===== config.mk =====
export PLATFORM = sky130hd
export DESIGN_NAME = alu8_core
export DESIGN_NICKNAME = d
export VERILOG_FILES = /design/src/rtl/alu8_pkg.sv /design/src/rtl/alu8_addsub.sv /design/src/rtl/alu8_logic.sv /design/src/rtl/alu8_status.sv /design/src/rtl/alu8_core.sv
export SDC_FILE = /design/constraint.sdc
export NUM_CORES = 1
export LEC_CHECK = 0
export CAP_MARGIN = 20
export CELL_PAD_IN_SITES_DETAIL_PLACEMENT = 0
export CELL_PAD_IN_SITES_GLOBAL_PLACEMENT = 1
export CORE_ASPECT_RATIO = 0.9
export CORE_MARGIN = 5
export CORE_UTILIZATION = 30
export CTS_BUF_LIST = sky130_fd_sc_hd__clkbuf_4 sky130_fd_sc_hd__clkbuf_8 sky130_fd_sc_hd__clkbuf_16
export DETAILED_ROUTE_END_ITERATION = 8
export GPL_ROUTABILITY_DRIVEN = 0
export HOLD_SLACK_MARGIN = 0.06
export PLACE_DENSITY = 0.74
export SETUP_SLACK_MARGIN = 0.02
export SLEW_MARGIN = 20
export SYNTH_ARGS = -nofsm -noshare
export SYNTH_HDL_FRONTEND = slang
export SYNTH_SLANG_ARGS = --single-unit

===== constraint.sdc =====
create_clock -name clk -period 5.6 [get_ports clk]
set_input_delay 1.12 -clock clk [delete_from_list [all_inputs] [get_ports clk]]
set_output_delay 1.12 -clock clk [all_outputs]
set_load 0.02 [all_outputs]

===== src/rtl/alu8_pkg.sv =====
package alu8_pkg;
  localparam int unsigned DW      = 8;
  localparam int unsigned MSB     = DW - 1;
  localparam int unsigned HALF    = DW / 2 - 1;
  localparam int unsigned SW      = 8;

  // status bit positions
  localparam int unsigned F_C = 0;
  localparam int unsigned F_Z = 1;
  localparam int unsigned F_N = 2;
  localparam int unsigned F_V = 3;
  localparam int unsigned F_S = 4;
  localparam int unsigned F_H = 5;

  typedef logic [DW-1:0] word_t;
  typedef logic [SW-1:0] stat_t;

  typedef enum logic [3:0] {
    OP_ADD = 4'd0,
    OP_SUB = 4'd1,
    OP_SBC = 4'd2,
    OP_CMP = 4'd3,
    OP_CPC = 4'd4,
    OP_AND = 4'd5,
    OP_OR  = 4'd6,
    OP_XOR = 4'd7,
    OP_CLR = 4'd8
  } alu_op_e;

  function automatic word_t add_cvec(word_t d, word_t r, word_t s);
    return (d & r) | (r & ~s) | (~s & d);
  endfunction

  function automatic word_t sub_bvec(word_t d, word_t r, word_t s);
    return (~d & r) | (r & s) | (s & ~d);
  endfunction

  function automatic logic add_ovf(word_t d, word_t r, word_t s);
    word_t t;
    t = (d & r & ~s) | (~d & ~r & s);
    return t[MSB];
  endfunction

  function automatic logic sub_ovf(word_t d, word_t r, word_t s);
    word_t t;
    t = (d & ~r & ~s) | (~d & r & s);
    return t[MSB];
  endfunction
endpackage


===== src/rtl/alu8_addsub.sv =====
module alu8_addsub
  import alu8_pkg::*;
(
  input  word_t a,
  input  word_t b,
  input  logic  sub,
  input  logic  cin,
  output word_t sum,
  output word_t cvec,
  output logic  ovf
);
  always_comb begin
    if (sub) begin
      sum  = a - b - word_t'(cin);
      cvec = sub_bvec(a, b, sum);
      ovf  = sub_ovf(a, b, sum);
    end else begin
      sum  = a + b;
      cvec = add_cvec(a, b, sum);
      ovf  = add_ovf(a, b, sum);
    end
  end
endmodule


===== src/rtl/alu8_logic.sv =====
module alu8_logic
  import alu8_pkg::*;
(
  input  word_t   a,
  input  word_t   b,
  input  alu_op_e op,
  output word_t   y
);
  always_comb begin
    case (op)
      OP_AND:  y = a & b;
      OP_OR:   y = a | b;
      OP_XOR:  y = a ^ b;
      default: y = '0;
    endcase
  end
endmodule


===== src/rtl/alu8_status.sv =====
module alu8_status
  import alu8_pkg::*;
(
  input  logic  clk,
  input  logic  rst_n,
  input  logic  upd,
  input  logic  ld,
  input  stat_t din,
  input  stat_t nx,
  output stat_t q
);
  always_ff @(posedge clk) begin
    if (!rst_n)   q <= '0;
    else if (ld)  q <= din;
    else if (upd) q <= nx;
  end

  // hold without update or load
  a_r9_hold: assert property (@(posedge clk) disable iff (!rst_n)
    (!upd && !ld) |=> $stable(q));
  // load takes priority
  a_r10_load_wins: assert property (@(posedge clk) disable iff (!rst_n)
    ld |=> (q == $past(din)));
  // upper bits untouched by operations
  a_r8_top_bits: assert property (@(posedge clk) disable iff (!rst_n)
    (upd && !ld) |=> (q[SW-1:F_H+1] == $past(q[SW-1:F_H+1])));
  // sign relation after an operation
  a_r5_sign: assert property (@(posedge clk) disable iff (!rst_n)
    (upd && !ld) |=> (q[F_S] == (q[F_N] ^ q[F_V])));
endmodule


===== src/rtl/alu8_core.sv =====
module alu8_core
  import alu8_pkg::*;
(
  input  logic       clk,
  input  logic       rst_n,
  input  logic       op_valid,
  input  logic [3:0] op_code,
  input  logic [7:0] rd_val,
  input  logic [7:0] rr_val,
  input  logic [7:0] imm_val,
  input  logic       imm_sel,
  input  logic       sreg_ld,
  input  logic [7:0] sreg_din,
  output logic [7:0] result,
  output logic       wr_en,
  output logic [7:0] sreg
);
  alu_op_e op;
  assign op = alu_op_e'(op_code);

  logic is_add, is_sub, chain, is_cmp, is_logic, known;
  always_comb begin
    is_add   = (op == OP_ADD);
    chain    = (op == OP_SBC) || (op == OP_CPC);
    is_cmp   = (op == OP_CMP) || (op == OP_CPC);
    is_sub   = (op == OP_SUB) || chain || (op == OP_CMP);
    is_logic = (op == OP_AND) || (op == OP_OR) || (op == OP_XOR) || (op == OP_CLR);
    known    = is_add || is_sub || is_logic;
  end

  word_t opnd_b;
  assign opnd_b = imm_sel ? imm_val : rr_val;

  stat_t sreg_q;
  logic  carry_in;
  assign carry_in = chain & sreg_q[F_C];

  word_t as_sum, as_vec, lg_y;
  logic  as_ovf;

  alu8_addsub u_as (
    .a(rd_val), .b(opnd_b), .sub(is_sub), .cin(carry_in),
    .sum(as_sum), .cvec(as_vec), .ovf(as_ovf)
  );

  alu8_logic u_lg (.a(rd_val), .b(opnd_b), .op(op), .y(lg_y));

  word_t res;
  assign res = is_logic ? lg_y : as_sum;

  // named internal events
  logic res_zero, z_keep, new_h, new_c, new_v, new_n, new_z;
  assign res_zero = (res == '0);
  assign z_keep   = chain;
  always_comb begin
    new_h = is_logic ? sreg_q[F_H] : as_vec[HALF];
    new_c = is_logic ? sreg_q[F_C] : as_vec[MSB];
    new_v = is_logic ? 1'b0 : as_ovf;
    new_n = res[MSB];
    new_z = z_keep ? (res_zero & sreg_q[F_Z]) : res_zero;
  end

  stat_t sreg_nx;
  always_comb begin
    sreg_nx      = sreg_q;
    sreg_nx[F_C] = new_c;
    sreg_nx[F_Z] = new_z;
    sreg_nx[F_N] = new_n;
    sreg_nx[F_V] = new_v;
    sreg_nx[F_S] = new_n ^ new_v;
    sreg_nx[F_H] = new_h;
  end

  logic upd;
  assign upd = op_valid & known;

  alu8_status u_st (
    .clk(clk), .rst_n(rst_n), .upd(upd), .ld(sreg_ld),
    .din(sreg_din), .nx(sreg_nx), .q(sreg_q)
  );

  assign result = res;
  assign wr_en  = upd & ~is_cmp;
  assign sreg   = sreg_q;

  // compares never write back
  a_r6_cmp_no_wb: assert property (@(posedge clk) disable iff (!rst_n)
    (op_valid && (op_code == 4'd3 || op_code == 4'd4)) |-> !wr_en);
  // unknown codes never write back
  a_r9_unknown_no_wb: assert property (@(posedge clk) disable iff (!rst_n)
    (op_code > 4'd8) |-> !wr_en);
  // carry-chained subtracts never raise Z
  a_r4_z_never_rises: assert property (@(posedge clk) disable iff (!rst_n)
    (op_valid && z_keep && !sreg_ld && !sreg_q[F_Z]) |=> !sreg[F_Z]);
  // logical ops clear V and keep C and H
  a_r7_logic_flags: assert property (@(posedge clk) disable iff (!rst_n)
    (op_valid && is_logic && !sreg_ld) |=>
      (!sreg[F_V] && sreg[F_C] == $past(sreg_q[F_C]) && sreg[F_H] == $past(sreg_q[F_H])));
endmodule


==> results.txt, run 1 <==
register ranked first by flip-flop count = u_st.q
total number of yosys warnings = 0
number of buffers created by CTS = 3
area of the die = 8810 um^2
data arrival time at the worst-slack endpoint = 4.27 ns
maximum number of pins on one net before global-route repair = 22
reg-to-reg setup timing slack = 1.98 ns
half-perimeter wire length after placement = 5790 um
horizontal die dimension = 98.4 um
max-cap violations = 0
clock-pin transition on the worst setup and hold timing paths = 0.04 ns
start point of the worst min-delay path = u_st.q[7]
multi-input combinational cell area = 1780 um^2
leading cell types by total area after synthesis = sky130_fd_sc_hd__ha_1 (18%), sky130_fd_sc_hd__dfxtp_1 (7.6%), sky130_fd_sc_hd__mux2i_1 (6.2%), sky130_fd_sc_hd__inv_1 (5.9%), sky130_fd_sc_hd__a21oi_1 (5.0%)
proportion of synthesized flip-flops having asynchronous set or reset = 0%
top cell type's share of synthesized area = 17.8%
capturing element type of the critical path = primary output
remaining number of nets flagged by the antenna check after routing = 0
Longest Clk Path Bufs = 2
biggest area consumer among synthesized cells = sky130_fd_sc_hd__ha_1
share of layout cells above drive strength 1 = 17.4%
count of clock tree sinks = 8
Comb pwr share = 74.1%
clock tree from TritonCTS = yes
initial core utilization = 30.4%
die extent in y = 89.5 um
initial antenna violation count = 0
Psw = 217 uW
number of H-tree levels = 1
time the final worst path needs with I/O delays and setup = 5.39 ns
largest clock skew in the final design = 0.00231 ns
pins over their slew limit = 0
number of enable flip-flop cells after synthesis = 0
ratio of total power to cell area = 169 nW/um^2
run status = finished, final reports clean
class of the tightest hold or removal check = flop to flop
Setup Total Neg Slack = 0 ns
core region area = 6930 um^2
portion of total power attributed to the clock network = 13.3%
launching element of the worst setup path = op_code[2]
crit path max-delay cell type = sky130_fd_sc_hd__clkdlybuf4s50_1
library cell used as clock root buffer = sky130_fd_sc_hd__clkbuf_8
post-layout utilization of the core = 44.2%
Yosys cell types = 58
Diodes inserted = 0
post-synthesis area per instance = 7.81 um^2
minimum hold slack = 0.492 ns
vias in the first global route = 2288
internal power summed over all cells = 300 uW
number of flip-flops in the largest register = 8
post-synthesis instance total = 270
Worst Hold Depth = 2
unrepaired setup endpoints after global routing = false
routed wirelength normalized by instance count = 15.2 um
Setup Slack @ Placement = -0.309 ns
switching power as a share of total power = 42.0%
routed via count = 2259
series of cell instances along the critical path = clkdlybuf4s50_1 -> xor2_1 -> nand3_1 -> fa_1 -> ha_1 -> a211oi_4 -> xnor2_1 -> mux4_2 -> o221ai_2 -> a21oi_1 -> dlygate4sd2_1
Seq/Total Area, Yosys = 7.60%
number of search-and-repair iterations in the first detailed-routing pass = 4
number of endpoints failing setup at the final stage = 0
Via-to-Cell Ratio = 5.02
total leakage power = 1.38 nW
number of nets in the layout = 435
overall routed net length = 6830 um
number of cells on the worst reg-to-reg path = 11
final worst setup slack = 0.213 ns
GR Util All Layers = 15.4%
Min-Delay Endpoint = u_st.q[7]
stage delay of the slowest cell on the critical path = 0.50 ns
cell area after synthesis = 2110 um^2
final hold violation count = 0
Overall Power = 517 uW
signed area change from the synthesized netlist to the final layout = 45.3%
path type of the worst setup path = input pin to primary output
startpoint type of the worst setup path = input pin
number of placed I/O pins = 58
register area = 160 um^2
top flop regs = u_st.q x8
Worst VDD drop = 0.101 mV
Reg power frac = 12.5%
Max transition margin = 65.4%
net count of the mapped netlist = 346
final critical-path share of the clock period = 96.2%
number of buffers inserted by port buffering = 57
transition time at the pin with the least slew margin = 0.505 ns
CP Max Fanout = 2
Initial DRC Count = 142
required arrival time at the worst endpoint = 4.48 ns
r2r endpoint = u_st.q[4]
post-synthesis register bit count = 8
# DRC = 0
number of filler cells placed in the layout = 671
global route overflow = 0
predominant post-synthesis flop cell = sky130_fd_sc_hd__dfxtp_1
Row Count = 29
global-route wire length before repair = 11200 um
fmax = 0.186 GHz
origin of the critical flop-to-flop path = u_st.q[0]
clk_lat worst skew = 0.23 ns
worst max path at each step:
stage	to	slack (ns)	depth (start not counted)
floorplan	result[7]	0.25	11
global placement	result[5]	-0.23	13
detailed placement	result[5]	-0.31	13
CTS	result[5]	0.03	13
global route	result[6]	0.02	12
finish	result[3]	0.21	11
per-stage QoR:
stage	instances	instance area [um^2]
global route	450	3060
global placement	447	3010
detailed placement	447	3010
floorplan	270	2110
CTS	450	3060
finish	450	3060
worst max-delay path, delay by kind of cell:
family	cells	cell delay (ns)
compound gates	3	0.63
xor+xnor	2	0.31
fa+ha+maj	2	0.78
buf+inv	2	0.83
mux	1	0.49
simple gates	1	0.11
layout by cell type, fill, tap and decap left out, types with 3 or more instances in the layout:
cell                               n
sky130_fd_sc_hd__o21a_1            4
sky130_fd_sc_hd__mux2i_1          12
sky130_fd_sc_hd__o21ai_0          15
sky130_fd_sc_hd__or3_1             3
sky130_fd_sc_hd__a211oi_1          7
sky130_fd_sc_hd__a21o_1            5
sky130_fd_sc_hd__nand2b_1          4
sky130_fd_sc_hd__nor2b_1           4
sky130_fd_sc_hd__nor3_1            4
sky130_fd_sc_hd__ha_1             30
sky130_fd_sc_hd__xor2_1            4
sky130_fd_sc_hd__fa_1              5
sky130_fd_sc_hd__buf_4            37
sky130_fd_sc_hd__o211ai_1          3
sky130_fd_sc_hd__mux2_2            3
sky130_fd_sc_hd__nand2_1          20
sky130_fd_sc_hd__clkbuf_8          3
sky130_fd_sc_hd__nor2_1           17
sky130_fd_sc_hd__nand3_1           6
sky130_fd_sc_hd__xnor2_1           5
sky130_fd_sc_hd__a21oi_1          21
sky130_fd_sc_hd__dfxtp_1           8
sky130_fd_sc_hd__o22ai_1           4
sky130_fd_sc_hd__clkdlybuf4s50_1  51
sky130_fd_sc_hd__inv_1            33
final cells by class:
type	instances	share of cell area, %
clock buffers	3	1.35
inverters	33	4.04
multi-input cells	219	58.1
flip-flops and latches	8	5.23
well taps	93	3.80
repair buffers	94	27.5
power by group through the flow:
stage	registers, mW	clock network [mW]	logic (mW)
after floorplan	0.0708	0	0.214
final	0.0648	0.0690	0.383
after CTS	0.0648	0.0715	0.385
after detailed placement	0.0658	0	0.385
after global placement	0.0658	0	0.382
after global routing	0.0654	0.0754	0.420
timing repair:
item / CTS / global route
setup buffers: 0 / 0
setup endpoints to repair: 4 / 5
resized for setup: 6 / 7
pin swaps: 0 / 0
gates cloned: 0 / 0
hold buffers: 0 / 0
cells by family (layout without fill, tap and decap cells):
logic type / after synthesis / count (layout) / share of synthesized area (%)
xor+xnor: 9 / 9 / 3.74
buf+inv: 43 / 130 / 8.66
compound gates: 81 / 81 / 27.3
flops: 8 / 8 / 7.60
simple gates: 74 / 74 / 18.3
fa+ha+maj: 35 / 35 / 22.6
mux: 20 / 20 / 11.9
metal layers:
layer	share of wire, %	vias up	routed length (um)	GRT usage, %
met5	0	-	0	0
met4	0.91	0	62	1.24
met3	4.5	4	304	2.34
met2	46	54	3160	26.3
met1	48	1052	3300	21.6
li1	-	1149	-	-
synthesized netlist by cell type (5+ instances only):
cell type,instances
sky130_fd_sc_hd__dfxtp_1,8
sky130_fd_sc_hd__ha_1,30
sky130_fd_sc_hd__a211oi_1,8
sky130_fd_sc_hd__nor2_1,17
sky130_fd_sc_hd__a21oi_1,21
sky130_fd_sc_hd__fa_1,5
sky130_fd_sc_hd__o21ai_0,15
sky130_fd_sc_hd__a21o_1,5
sky130_fd_sc_hd__nand3_1,6
sky130_fd_sc_hd__clkbuf_1,5
sky130_fd_sc_hd__xnor2_1,5
sky130_fd_sc_hd__inv_1,33
sky130_fd_sc_hd__mux2i_1,13
sky130_fd_sc_hd__nand2_1,20
Note: power is estimated with default switching activity, not from simulation.
==> inputs of run 2 (changes only) <==
--- a/config.mk
+++ b/config.mk
@@ -13,3 +13,3 @@
 export CORE_UTILIZATION = 30
-export CTS_BUF_LIST = sky130_fd_sc_hd__clkbuf_4 sky130_fd_sc_hd__clkbuf_8 sky130_fd_sc_hd__clkbuf_16
+export CTS_CLUSTER_SIZE = 16
 export DETAILED_ROUTE_END_ITERATION = 8
--- a/constraint.sdc
+++ b/constraint.sdc
@@ -3,2 +3,2 @@
 set_output_delay 1.12 -clock clk [all_outputs]
-set_load 0.02 [all_outputs]
+set_load 0.1 [all_outputs]
==> results.txt, run 2 (synthesis results as in run 1) <==
run status = finished, final reports clean
crit path max-delay cell type = sky130_fd_sc_hd__clkdlybuf4s50_1
leading cell type in the layout, fill and taps excluded = sky130_fd_sc_hd__clkdlybuf4s50_1
final critical-path share of the clock period = 95.4% (-0.80 points)
Psw = 334 uW (+54%)
routed via count = 2166 (-4.1%)
share of layout cells above drive strength 1 = 16.1% (-1.3 points)
GR Util All Layers = 15.0% (-0.41 points)
internal power summed over all cells = 315 uW (+5.2%)
capturing element type of the critical path = primary output
class of the tightest hold or removal check = flop to flop
Row Count = 29 (unchanged)
number of endpoints failing setup at the final stage = 0 (unchanged)
Reg power frac = 10.0% (-2.5 points)
initial core utilization = 30.4% (unchanged)
startpoint type of the worst setup path = input pin
dominant delay contributor by cell family on the critical path = compound AO/OA/AOI/OAI gates
portion of total power attributed to the clock network = 11.1% (-2.2 points)
# DRC = 0 (unchanged)
total buffers and inverters traversed by the critical path = 2 (unchanged)
routed wirelength normalized by instance count = 15.1 um (-0.71%)
maximum number of pins on one net before global-route repair = 22 (unchanged)
final hold violation count = 0 (unchanged)
library cell used as clock root buffer = sky130_fd_sc_hd__clkbuf_8
horizontal die dimension = 98.4 um (unchanged)
Via-to-Cell Ratio = 5.05 (+0.58%)
overall routed net length = 6470 um (-5.3%)
reg-to-reg setup timing slack = 2.14 ns (+0.16 ns)
Worst VDD drop = 0.0957 mV (-5.1%)
top flop regs = u_st.q x8
series of cell instances along the critical path = clkdlybuf4s50_1 -> xor2_1 -> nand3_1 -> fa_1 -> ha_1 -> o21ai_0 -> a21oi_1 -> or3_1 -> nand2_1 -> mux2_2 -> a221oi_1 -> o21bai_2 -> buf_12
half-perimeter wire length after placement = 5480 um (-5.3%)
final std cells w/o fill = 429 (-4.7%)
path type of the worst setup path = input pin to primary output
clk_lat worst skew = 0.24 ns (about the same)
largest clock skew in the final design = 0.00671 ns (+0.00440 ns)
switching power as a share of total power = 51.5% (+9.4 points)
core region area = 6930 um^2 (unchanged)
instance count after placement with tap cells included = 425 (-4.9%)
unrepaired setup endpoints after global routing = false
number of nets in the layout = 414 (-4.8%)
number of filler cells placed in the layout = 688 (+2.5%)
Diodes inserted = 0 (unchanged)
count of clock tree sinks = 8 (unchanged)
area of the die = 8810 um^2 (unchanged)
global-route wire length before repair = 11000 um (-2.1%)
most frequent cells in the layout = sky130_fd_sc_hd__clkdlybuf4s50_1 (47), sky130_fd_sc_hd__inv_1 (33), sky130_fd_sc_hd__ha_1 (29)
vias in the first global route = 2260 (-1.2%)
number of buffers created by CTS = 3 (unchanged)
die extent in y = 89.5 um (unchanged)
register ranked first by flip-flop count = u_st.q
remaining number of nets flagged by the antenna check after routing = 0 (unchanged)
number of buffers inserted by port buffering = 57 (unchanged)
final worst setup slack = 0.258 ns (+0.0449 ns)
max-cap violations = 0 (unchanged)
number of placed I/O pins = 58 (unchanged)
stage delay of the slowest cell on the critical path = 0.51 ns (about the same)
number of search-and-repair iterations in the first detailed-routing pass = 4 (unchanged)
required arrival time at the worst endpoint = 4.48 ns (about the same)
Max transition margin = 34.2% (-31 points)
transition time at the pin with the least slew margin = 0.984 ns (+0.479 ns)
Comb pwr share = 78.9% (+4.8 points)
initial antenna violation count = 0 (unchanged)
minimum hold slack = 0.494 ns (+0.00179 ns)
number of flip-flops in the largest register = 8 (unchanged)
fmax = 0.187 GHz (+0.84%)
Longest Clk Path Bufs = 2 (unchanged)
Setup Slack @ Placement = 0.0437 ns (+0.353 ns)
number of H-tree levels = 1 (unchanged)
ratio of total power to cell area = 215 nW/um^2 (+27%)
clock tree from TritonCTS = yes
data arrival time at the worst-slack endpoint = 4.22 ns (-0.05 ns)
time the final worst path needs with I/O delays and setup = 5.34 ns (-0.0449 ns)
pins over their slew limit = 0 (unchanged)
CP Max Fanout = 2 (unchanged)
signed area change from the synthesized netlist to the final layout = 43.2%
Initial DRC Count = 107 (-25%)
clock-pin transition on the worst setup and hold timing paths = 0.04 ns (about the same)
total leakage power = 1.32 nW (-4.7%)
global route overflow = 0 (unchanged)
==> run 2: cell count changes in the layout (fill, tap and decap cells not counted), moves of 2 or more <==
cell                              delta
sky130_fd_sc_hd__clkdlybuf4s50_1     -4
sky130_fd_sc_hd__buf_4              -20
sky130_fd_sc_hd__dlygate4sd2_1       -2
sky130_fd_sc_hd__clkbuf_2            -2
sky130_fd_sc_hd__buf_12              +8
sky130_fd_sc_hd__a21oi_1             -2
==> run 2: power groups by stage <==
stage	Clock, mW	Combinational [mW]	Sequential [mW]
after CTS	0.0738	0.509	0.0648
final	0.0721	0.512	0.0647
after global routing	0.0770	0.550	0.0651
after detailed placement	0	0.507	0.0658
after global placement	0	0.506	0.0655
after floorplan	0	0.305	0.0984
==> run 2: repair_timing <==
action / in CTS / in global routing
hold buffers: 0 / 0
gates resized for setup: 0 / 6
endpoints found under the setup margin: 0 / 3
buffers inserted: 0 / 1
==> run 2: metrics by stage <==
stage	util, %	total power [mW]	area (um^2)	TNS (ns)
after floorplan	-	0.403	2140	-0.239
after global placement	42.6	0.572	2950	0
after detailed placement	42.6	0.573	2950	0
after CTS	43.2	0.647	3000	0
after global routing	43.6	0.692	3020	0
final	43.6	0.649	3020	0
==> run 2: area by class of cell <==
| class | count | area, um^2 | share of cell area (%) |
|---|---|---|---|
| Sequential cell | 8 | 160 | 5.30 |
| Multi-Input combinational cell | 219 | 1810 | 59.8 |
| Inverter | 33 | 124 | 4.10 |
| Clock buffer | 3 | 41.3 | 1.37 |
| Timing Repair Buffer | 73 | 771 | 25.5 |
| Tap cell | 93 | 116 | 3.85 |
==> run 2: final timing paths <==
check,start,end,depth (start not counted)
hold reg to reg,u_st.q[6],u_st.q[6],2
setup reg to reg,u_st.q[0],u_st.q[1],9
hold / removal,u_st.q[6],u_st.q[6],2
setup / recovery,op_code[1],result[5],13
==> run 2: metal layers <==
metal	vias to the layer above	track usage (%)	part of all wire, %
met5	-	0	0
met4	0	1.61	0.32
met3	3	2.81	4.5
met2	48	24.4	45
met1	1009	21.4	50
li1	1106	-	-
==> run 2: worst reg2reg max path, delay by kind of cell, from the launching register on <==
kind / cells / cell delay, ns
flops: 1 / 0.39
mux: 1 / 0.51
fa+ha+maj: 2 / 0.90
simple gates: 4 / 1.25
compound gates: 2 / 0.32
